<file path="src/rtl/owid_pkg.sv">
package owid_pkg;

  typedef enum logic [1:0] {
    SK_RST = 2'd0,
    SK_WR  = 2'd1,
    SK_RD  = 2'd2
  } slot_kind_e;

  localparam logic [7:0] FAMILY_ID    = 8'h01;
  localparam logic [7:0] READ_ID_CMD  = 8'h33;
  localparam logic [7:0] CRC_FEEDBACK = 8'h8C;

  // one bit of the reflected CRC-8, least significant data bit first
  function automatic logic [7:0] crc8_step(input logic [7:0] c, input logic b);
    logic fb;
    fb = c[0] ^ b;
    crc8_step = (c >> 1) ^ (fb ? CRC_FEEDBACK : 8'h00);
  endfunction

endpackage

</file>
<file path="src/rtl/owid_ticker.sv">
module owid_ticker #(
  parameter int CLK_DIV = 100
) (
  input  logic clk,
  input  logic rst_n,
  input  logic clr,
  output logic tick
);
  localparam int DW = (CLK_DIV > 1) ? $clog2(CLK_DIV) : 1;
  localparam logic [DW-1:0] LAST = DW'(CLK_DIV - 1);

  logic [DW-1:0] cnt;

  assign tick = !clr && (cnt == LAST);

  always_ff @(posedge clk or negedge rst_n) begin
    if (!rst_n)        cnt <= '0;
    else if (clr)      cnt <= '0;
    else if (cnt == LAST) cnt <= '0;
    else               cnt <= cnt + 1'b1;
  end

  generate
    if (CLK_DIV > 1) begin : g_gap
      p_tick_gap_r11: assert property (@(posedge clk) disable iff (!rst_n)
        tick |=> !tick);
    end
  endgenerate
endmodule

</file>
<file path="src/rtl/owid_slot.sv">
module owid_slot import owid_pkg::*; #(
  parameter int T_RST  = 480,
  parameter int T_PRES = 70,
  parameter int T_RSTH = 960,
  parameter int T_LOW0 = 60,
  parameter int T_LOW1 = 6,
  parameter int T_SAMP = 15,
  parameter int T_SLOT = 70
) (
  input  logic       clk,
  input  logic       rst_n,
  input  logic       tick,
  input  logic       go,
  input  slot_kind_e kind,
  input  logic       wbit,
  input  logic       line_in,
  output logic       drive_low,
  output logic       sample_stb,
  output logic       bit_out,
  output logic       done
);
  localparam int CW = $clog2(T_RSTH + 1);

  slot_kind_e    kind_q;
  logic          wbit_q;
  logic          active;
  logic [CW-1:0] ucnt;
  logic [CW:0]   ucnt_nxt;
  logic [CW-1:0] low_at, end_at, samp_at;
  logic [1:0]    sync;
  logic          line_s;

  always_comb begin
    low_at  = CW'(T_LOW1);
    end_at  = CW'(T_SLOT);
    samp_at = '0;
    unique case (kind_q)
      SK_RST: begin
        low_at  = CW'(T_RST);
        end_at  = CW'(T_RSTH);
        samp_at = CW'(T_RST + T_PRES);
      end
      SK_WR:   low_at  = wbit_q ? CW'(T_LOW1) : CW'(T_LOW0);
      SK_RD:   samp_at = CW'(T_SAMP);
      default: ;
    endcase
  end

  assign ucnt_nxt   = {1'b0, ucnt} + 1'b1;
  assign line_s     = sync[1];
  assign drive_low  = active && (ucnt < low_at);
  assign sample_stb = active && tick && (ucnt_nxt == {1'b0, samp_at});

  always_ff @(posedge clk or negedge rst_n) begin
    if (!rst_n) sync <= 2'b11;
    else        sync <= {sync[0], line_in};
  end

  always_ff @(posedge clk or negedge rst_n) begin
    if (!rst_n) begin
      kind_q  <= SK_RST;
      wbit_q  <= 1'b1;
      active  <= 1'b0;
      ucnt    <= '0;
      bit_out <= 1'b1;
      done    <= 1'b0;
    end else begin
      done <= 1'b0;
      if (go) begin
        kind_q <= kind;
        wbit_q <= wbit;
        active <= 1'b1;
        ucnt   <= '0;
      end else if (active && tick) begin
        ucnt <= ucnt_nxt[CW-1:0];
        if (sample_stb) bit_out <= line_s;
        if (ucnt_nxt == {1'b0, end_at}) begin
          active <= 1'b0;
          done   <= 1'b1;
        end
      end
    end
  end

  // the line is read only after the master has let go of it
  p_sample_released_r5: assert property (@(posedge clk) disable iff (!rst_n)
    sample_stb |-> !drive_low);
  // a slot ends with the line released
  p_slot_end_release_r4: assert property (@(posedge clk) disable iff (!rst_n)
    done |-> !drive_low);
  p_go_idle_r4: assert property (@(posedge clk) disable iff (!rst_n)
    go |-> !active);
endmodule

</file>
<file path="src/rtl/owid_reader.sv">
module owid_reader import owid_pkg::*; #(
  parameter int CLK_DIV = 100,
  parameter int T_RST   = 480,
  parameter int T_PRES  = 70,
  parameter int T_RSTH  = 960,
  parameter int T_LOW0  = 60,
  parameter int T_LOW1  = 6,
  parameter int T_SAMP  = 15,
  parameter int T_SLOT  = 70
) (
  input  logic        clk,
  input  logic        rst_n,
  input  logic        start,
  output logic        busy,
  output logic        done,
  output logic        ow_drive_low,
  input  logic        ow_sense,
  output logic [47:0] serial,
  output logic        id_valid,
  output logic        err_nodev,
  output logic        err_family,
  output logic        err_crc
);
  localparam int ID_BITS = 64;

  typedef enum logic [2:0] {ST_IDLE, ST_RST, ST_CMD, ST_READ, ST_FIN} st_e;

  st_e        st;
  logic [5:0] idx;
  logic [63:0] rom;
  logic [7:0] crc;
  logic       go, wbit, no_dev;
  slot_kind_e kind;
  logic       tick, slot_done, slot_bit, slot_smp;
  logic       launch, presence_seen, last_read;
  logic [2:0] cmd_nxt;
  logic       fam_ok, crc_ok;

  assign busy          = (st != ST_IDLE);
  assign launch        = start && !busy;
  assign presence_seen = slot_done && (st == ST_RST) && !slot_bit;
  assign last_read     = (idx == 6'(ID_BITS - 1));
  assign cmd_nxt       = idx[2:0] + 3'd1;
  assign fam_ok        = (rom[7:0] == FAMILY_ID);
  assign crc_ok        = (crc == 8'h00);

  owid_ticker #(.CLK_DIV(CLK_DIV)) u_tick (
    .clk(clk), .rst_n(rst_n), .clr(go), .tick(tick)
  );

  owid_slot #(
    .T_RST(T_RST), .T_PRES(T_PRES), .T_RSTH(T_RSTH), .T_LOW0(T_LOW0),
    .T_LOW1(T_LOW1), .T_SAMP(T_SAMP), .T_SLOT(T_SLOT)
  ) u_slot (
    .clk(clk), .rst_n(rst_n), .tick(tick), .go(go), .kind(kind), .wbit(wbit),
    .line_in(ow_sense), .drive_low(ow_drive_low), .sample_stb(slot_smp),
    .bit_out(slot_bit), .done(slot_done)
  );

  always_ff @(posedge clk or negedge rst_n) begin
    if (!rst_n) begin
      st <= ST_IDLE; idx <= '0; rom <= '0; crc <= '0;
      go <= 1'b0; wbit <= 1'b1; kind <= SK_RST; no_dev <= 1'b0;
      done <= 1'b0; serial <= '0; id_valid <= 1'b0;
      err_nodev <= 1'b0; err_family <= 1'b0; err_crc <= 1'b0;
    end else begin
      go   <= 1'b0;
      done <= 1'b0;
      unique case (st)
        ST_IDLE: if (launch) begin
          st <= ST_RST; go <= 1'b1; kind <= SK_RST; idx <= '0; crc <= '0;
          no_dev <= 1'b0; id_valid <= 1'b0;
          err_nodev <= 1'b0; err_family <= 1'b0; err_crc <= 1'b0;
        end
        ST_RST: if (slot_done) begin
          if (presence_seen) begin
            st <= ST_CMD; go <= 1'b1; kind <= SK_WR; wbit <= READ_ID_CMD[0];
          end else begin
            st <= ST_FIN; no_dev <= 1'b1;
          end
        end
        ST_CMD: if (slot_done) begin
          go <= 1'b1;
          if (idx[2:0] == 3'd7) begin
            st <= ST_READ; idx <= '0; kind <= SK_RD;
          end else begin
            idx <= idx + 1'b1; wbit <= READ_ID_CMD[cmd_nxt];
          end
        end
        ST_READ: if (slot_done) begin
          rom <= {slot_bit, rom[63:1]};
          crc <= crc8_step(crc, slot_bit);
          if (last_read) st <= ST_FIN;
          else begin idx <= idx + 1'b1; go <= 1'b1; end
        end
        ST_FIN: begin
          st <= ST_IDLE; done <= 1'b1;
          if (no_dev) begin
            serial <= '0; err_nodev <= 1'b1;
          end else begin
            serial     <= rom[55:8];
            err_family <= !fam_ok;
            err_crc    <= !crc_ok;
            id_valid   <= fam_ok && crc_ok;
          end
        end
        default: st <= ST_IDLE;
      endcase
    end
  end

  p_idle_release_r1: assert property (@(posedge clk) disable iff (!rst_n)
    !busy |-> !ow_drive_low);
  p_start_busy_r2: assert property (@(posedge clk) disable iff (!rst_n)
    launch |=> busy);
  p_nodev_clear_r3: assert property (@(posedge clk) disable iff (!rst_n)
    (done && err_nodev) |-> (serial == 48'd0 && !id_valid));
  p_status_excl_r6: assert property (@(posedge clk) disable iff (!rst_n)
    $onehot0({id_valid, err_nodev, err_family | err_crc}));
  p_done_pulse_r10: assert property (@(posedge clk) disable iff (!rst_n)
    done |=> !done);
  p_done_idle_r10: assert property (@(posedge clk) disable iff (!rst_n)
    done |-> !busy);
  p_hold_status_r10: assert property (@(posedge clk) disable iff (!rst_n)
    (!busy && !launch) |=> $stable(serial));
endmodule

</file>
<file path="config.mk">
export PLATFORM = sky130hd
export DESIGN_NAME = owid_reader
export DESIGN_NICKNAME = d
export VERILOG_FILES = /design/src/rtl/owid_pkg.sv /design/src/rtl/owid_ticker.sv /design/src/rtl/owid_slot.sv /design/src/rtl/owid_reader.sv
export SDC_FILE = /design/constraint.sdc
export NUM_CORES = 1
export LEC_CHECK = 0
export ABC_AREA = 1
export BUFFER_PORTS_ARGS = -buffer_cell sky130_fd_sc_hd__buf_2
export CAP_MARGIN = 10
export CELL_PAD_IN_SITES_DETAIL_PLACEMENT = 0
export CELL_PAD_IN_SITES_GLOBAL_PLACEMENT = 1
export CORE_MARGIN = 2
export CORE_UTILIZATION = 45
export CTS_CLUSTER_DIAMETER = 100
export DETAILED_ROUTE_END_ITERATION = 10
export HOLD_SLACK_MARGIN = 0.02
export PLACE_DENSITY_LB_ADDON = 0.1
export SYNTH_ARGS = -nofsm -noshare
export SYNTH_HDL_FRONTEND = slang
export SYNTH_SLANG_ARGS = --single-unit
</file>
<file path="constraint.sdc">
create_clock -name clk -period 2.5 [get_ports clk]
set_input_delay 0.75 -clock clk [delete_from_list [all_inputs] [get_ports clk]]
set_output_delay 0.75 -clock clk [all_outputs]
set_load 0.01 [all_outputs]
</file>
==> results of run 1 <==
[per-layer routing]
metal	up-vias	wire [um]	global-route usage, %
met5	-	0	0
met4	0	153	4.60
met3	15	578	5.49
met2	83	7220	31.4
met1	2626	6760	24.6
li1	2713	-	-
[path summary, 6_finish.rpt]
| path | to | slack [ns] | cells after the start |
|---|---|---|---|
| setup / recovery | ow_drive_low | -0.25 | 11 |
| hold / removal | u_slot.ucnt[7]$_DFFE_PN0P_ | 0.20 | 1 |
| setup reg to reg | u_slot.ucnt[4]$_DFFE_PN0P_ | 0.62 | 8 |
| hold reg to reg | u_slot.sync[1]$_DFF_PN1_ | 0.36 | 0 |
| max in group asynchronous | serial[47]$_DFFE_PN0P_ | 1.52 | 2 |
| min in group clk | u_slot.sync[1]$_DFF_PN1_ | 0.36 | 0 |
[logic make-up (layout without fill, tap and decap cells)]
logic type / count (synthesis) / count (layout) / share of synthesized area (%)
simple gates: 266 / 266 / 15.9
buf+inv: 195 / 274 / 10.4
compound gates: 167 / 167 / 13.0
flops: 164 / 164 / 58.1
fa+ha+maj: 11 / 11 / 1.95
xor+xnor: 3 / 3 / 0.372
mux: 1 / 1 / 0.142
[synthesized netlist by cell type (4+ instances only)]
cell | instances | area [um^2]
buf_2 | 4 | 20.0
ha_1 | 11 | 138
inv_1 | 161 | 604
clkbuf_1 | 18 | 67.6
nand2_1 | 158 | 593
o21ai_0 | 39 | 195
o21ai_1 | 56 | 280
buf_1 | 5 | 18.8
inv_2 | 7 | 26.3
o22ai_1 | 55 | 344
a21oi_1 | 12 | 60.1
nor3_1 | 5 | 25.0
dfstp_2 | 5 | 131
nand3_1 | 33 | 165
dfrtp_1 | 159 | 3980
nor2_1 | 51 | 191
nand4_1 | 11 | 68.8
[through the flow]
stage,setup TNS (ns),cells
2_1_floorplan,0,807
3_3_place_gp,0,1060
3_5_place_dp,0,1060
4_1_cts,-0.265,1096
5_1_grt,-0.384,1097
6_report,-0.252,1097
[cell type report]
class	count	area [um^2]	share of cell area (%)
Multi-Input combinational cell	448	2340	28.0
Sequential cell	164	4110	49.1
Timing Repair Buffer	75	453	5.41
Clock inverter	14	141	1.69
Inverter	168	633	7.56
Tap cell	211	264	3.15
Clock buffer	17	425	5.08
[what timing repair did]
item | in CTS | in global routing
pin swaps | 5 | 8
buffers inserted | 5 | 1
gates resized for setup | 3 | 21
hold buffers | 0 | 0
setup endpoints to repair | 1 | 1
[power groups by stage]
stage / Sequential [uW] / Clock, uW / Combinational [uW]
2_1_floorplan: 2710 / 0 / 0.881
3_3_place_gp: 2710 / 0 / 65.3
3_5_place_dp: 2710 / 0 / 66.8
4_1_cts: 2660 / 2600 / 66.7
5_1_grt: 2650 / 2720 / 74.2
6_report: 2660 / 2530 / 61.3
[flip-flops by register name (all words and copies together), names as in the netlist, 2 cells and up]
register,flops
rom,64
idx,6
st,3
kind,2
u_slot.ucnt,10
u_tick.cnt,7
crc,8
u_slot.kind_q,2
u_slot.sync,2
serial,48
[worst max-delay path: stages (launching register included)]
cell	delay (ns)
dfrtp_2	0.44
nor2_4	0.21
nor2_4	0.08
buf_6	0.11
buf_4	0.12
buf_4	0.12
buf_4	0.12
nand2_2	0.06
nand3_2	0.06
o2111ai_2	0.06
nor2_1	0.06
buf_2	0.13
==> impl_metrics.tcl, run 1 <==
set metrics [dict create \
    tightest_slew_ns 0.592 \
    synthFlopType "dfrtp_1" \
    drtIter0Drc 431 \
    p_per_area_nw_per_um2 627 \
    place.gp.congestion 0.873 \
    period_needed_ns 2.75 \
    drt-pass1-iter-count 5 \
    place_ws_ns 0.131 \
    synth_edf_count 0 \
    ant_nets 0 \
    grt_pass1_vias 5388 \
    slew_violations 0 \
    rows 45 \
    p_sw_uw 1180 \
    slew_headroom_pct 60.5 \
    vias 5437 \
    cts_buffer_depth 2 \
    status "complete, but fails checks" \
    seq_area_frac_synth_pct 58.1 \
    synth.avg_cell_area_um2 8.76 \
    io_pins 59 \
    power_leakage_uw 0.00398 \
    power_frac_seq_pct 50.6 \
    syn_to_final_growth_pct 18.4 \
    postLayoutCellArea_um2 8370 \
    syn_inst 807 \
    die_x_um 129 \
    rr_startpoint "u_tick.cnt[0]$_DFF_PN0_" \
    clock_skew_ns 0.0108 \
    setup-violations-final 1 \
    n_antenna_cell 0 \
    ctsRootBufferMaster "clkbuf_16" \
    grt_pass1_wl_um 25300 \
    drcViolationCount 0 \
    finalHoldViolCount 0 \
    switching_share_pct 22.6 \
    grt_max_degree 129 \
    synth-seq-cells 164 \
    holdWs_ns 0.201 \
    path_clk_slew_ns 0.07 \
    postSynth.asyncResetShare_pct 100 \
    postPlaceCellArea_um2 7650 \
    fin_crit_sh_pct 110 \
    core-area_um2 15300 \
    critPathArrivalTime_ns 2.00 \
    post-route-util_pct 54.9 \
    crit_fanout 3 \
    track_usage_pct 18.9 \
    crit_type "reg -> out" \
    synth.net_count 822 \
    cts.sinks 164 \
    final_cell_mix "inv_1, dfrtp_1, nand2_1" \
    htree_levels 4 \
    avgRoutedWirePerCell_um 13.4 \
    required_ns 1.75 \
    syn-cell-area_um2 7070 \
    fin_ws_ns -0.252 \
    die_area_um2 16700 \
    viasPerCell 4.96 \
    violations "setup timing" \
    nNetsFinal 889 \
    layout_commonest_cell "inv_1" \
    power_uw 5250 \
    clkPwrFrac_pct 48.2 \
    die_h_um 129 \
    synth.distinct_cells 30 \
    yosysWarningCount 0 \
    dpl.hpwl_um 9730 \
    antenna_found_initial 0 \
    crit_path_start_kind "flip-flop" \
    wl_um 14700 \
    grt_overflow 0 \
    rsz0062_at_grt "yes" \
    numCtsBuffers 17 \
    vdd_drop_max_uv 556 \
    fillers 1394 \
    crit_path_end_kind "output pin" \
    combPwrFrac_pct 1.2 \
    portBuffers 58 \
    max_freq_ghz 0.363 \
    cts_tree "done" \
    p_int_uw 4060 \
    hp-class "in -> async" \
    clk_latency_ns 0.42 \
    maxCapViolations 0 \
    startpoint "u_slot.kind_q[1]$_DFFE_PN0P_" \
    initial_utilization_pct 46.3 \
    drive_gt1_share_pct 16.4 \
]
Power figures use the tool's default switching activity.
==> inputs of run 2 (changes only) <==
==> constraint.sdc (replaced) <==
create_clock -name clk -period 2.5 [get_ports clk]
set_input_delay 0.25 -clock clk [delete_from_list [all_inputs] [get_ports clk]]
set_output_delay 0.25 -clock clk [all_outputs]
set_load 0.01 [all_outputs]
==> impl_metrics.tcl, run 2 (synthesis results as in run 1) <==
set metrics [dict create \
    setup-violations-final 0 \
    path_clk_slew_ns 0.06 \
    multiInputGateArea_um2 2250 \
    track_usage_pct 18.6 \
    crit_type "reg -> out" \
    initial_utilization_pct 46.3 \
    tightest_slew_ns 0.614 \
    clock_skew_ns 0.0143 \
    postLayoutCellArea_um2 8270 \
    layoutNonFillerInstCount 1089 \
    die_area_um2 16700 \
    worstPathCellList "nor2_1 -> nand2_1 -> ha_1 -> a21oi_1 -> o21ai_0 -> nand2_1 -> o2111ai_1 -> nor2_1 -> buf_2" \
    max_freq_ghz 0.441 \
    place.gp.congestion 0.877 \
    ff_latch_area_um2 4110 \
    ctsRootBufferMaster "clkbuf_16" \
    holdWs_ns 0.207 \
    vias 5298 \
    slew_headroom_pct 58.9 \
    maxCapViolations 0 \
    required_ns 2.25 \
    crit_fanout 4 \
    crit_path_start_kind "flip-flop" \
    rsz0062_at_grt "no" \
    status "completed" \
    htree_levels 4 \
    cp_slowest_cell "dfrtp_1" \
    power_leakage_uw 0.00396 \
    critPathArrivalTime_ns 2.02 \
    viasPerCell 4.87 \
    die_h_um 129 \
    drt-pass1-iter-count 6 \
    cts.sinks 164 \
    grt_overflow 0 \
    avgRoutedWirePerCell_um 13.3 \
    setup_tns_ns 0 \
    io_pins 59 \
    period_needed_ns 2.27 \
    drive_gt1_share_pct 13.3 \
    drtIter0Drc 383 \
    dp_cells 1055 \
    crit_path_end_kind "output pin" \
    layout_commonest_cell "inv_1" \
    reg.largest.list "rom x64, serial x48, u_slot.ucnt x10" \
    core-area_um2 15300 \
    hp-class "in -> reg" \
    vdd_drop_max_uv 494 \
    die_x_um 129 \
    rows 45 \
    clk_latency_ns 0.43 \
    worst-path-buf-inv 1 \
    nNetsFinal 880 \
    dpl.hpwl_um 9550 \
    slew_violations 0 \
    final_cell_mix "inv_1, dfrtp_1, nand2_1" \
    slowest_delay_ns 0.44 \
    antenna_found_initial 0 \
    numCtsBuffers 17 \
    grt_pass1_wl_um 24900 \
    cts_buffer_depth 2 \
    finalHoldViolCount 0 \
    largest_register_ffs 64 \
    fillers 1426 \
    grt_pass1_vias 5340 \
    drcViolationCount 0 \
    n_antenna_cell 0 \
    portBuffers 58 \
    grt_max_degree 129 \
    p_per_area_nw_per_um2 651 \
    ant_nets 0 \
    cpLargestDelayFamily "flip-flops" \
    postPlaceCellArea_um2 7630 \
    cts_tree "done" \
    regMostFlops "rom" \
    wl_um 14500 \
    fin_crit_sh_pct 90.7 \
    syn_to_final_growth_pct 16.9 \
]
-- run 2: what timing repair did --
action | CTS | global route
buffers inserted | 0 | 0
hold buffers | 2 | 0
gates resized for setup | 0 | 2
endpoints found under the setup margin | 0 | 1
hold endpoints to repair | 46 | 0
-- run 2: metrics by stage --
step | util [%] | setup slack [ns] | total power [uW]
after floorplan | - | 0.716 | 2710
after global placement | 50.0 | 0.500 | 2770
after detailed placement | 50.0 | 0.471 | 2770
after CTS | 54.1 | 0.00436 | 5450
after global routing | 54.2 | 0.0256 | 5590
final | 54.2 | 0.232 | 5380
-- run 2: area by class of cell --
cell class	count	area share, %
Clock buffer	19	5.36
Clock inverter	13	1.94
Inverter	168	7.63
Multi-Input combinational cell	448	27.2
Sequential cell	164	49.7
Tap cell	211	3.19
Timing Repair Buffer	66	4.98
-- run 2: where the power goes --
group	switching [uW]	total, uW	leakage [uW]	internal (uW)
combinational	52.6	64.0	0.00145	11.3
sequential	0.481	2660	0.00222	2660
clock	1130	2660	0.000293	1530
total	1180	5380	0.00396	4200
-- run 2: worst paths after layout --
path	startpoint	endpoint	slack (ns)	cells after the start
max	u_slot.kind_q[1]$_DFFE_PN0P_	ow_drive_low	0.23	9
min	start	no_dev$_DFFE_PN0P_	0.21	4
max reg2reg	u_slot.ucnt[0]$_DFFE_PN0P_	u_slot.active$_DFFE_PN0P_	0.57	12
min reg2reg	u_slot.sync[0]$_DFF_PN1_	u_slot.sync[1]$_DFF_PN1_	0.36	0
max in group asynchronous	rst_n	serial[22]$_DFFE_PN0P_	1.43	3
min in group asynchronous	rst_n	u_slot.ucnt[6]$_DFFE_PN0P_	0.34	2
-- run 2: metal layers --
layer | part of all wire, % | track usage, %
met5 | 0 | 0
met4 | 1.1 | 4.99
met3 | 3.7 | 5.00
met2 | 48 | 31.0
met1 | 47 | 24.2
-- run 2: worst reg2reg max path, cell delays in order (launching register included) --
cell and delay, ns:
dfrtp_1 0.48, ha_1 0.21, nand2_1 0.12, nor2_1 0.26
nand3_1 0.11, nand2_1 0.10, inv_1 0.07, nor2_1 0.12
nand2_1 0.07, nand2_1 0.06, nand3_1 0.09, nand2_1 0.07
nand2_1 0.05
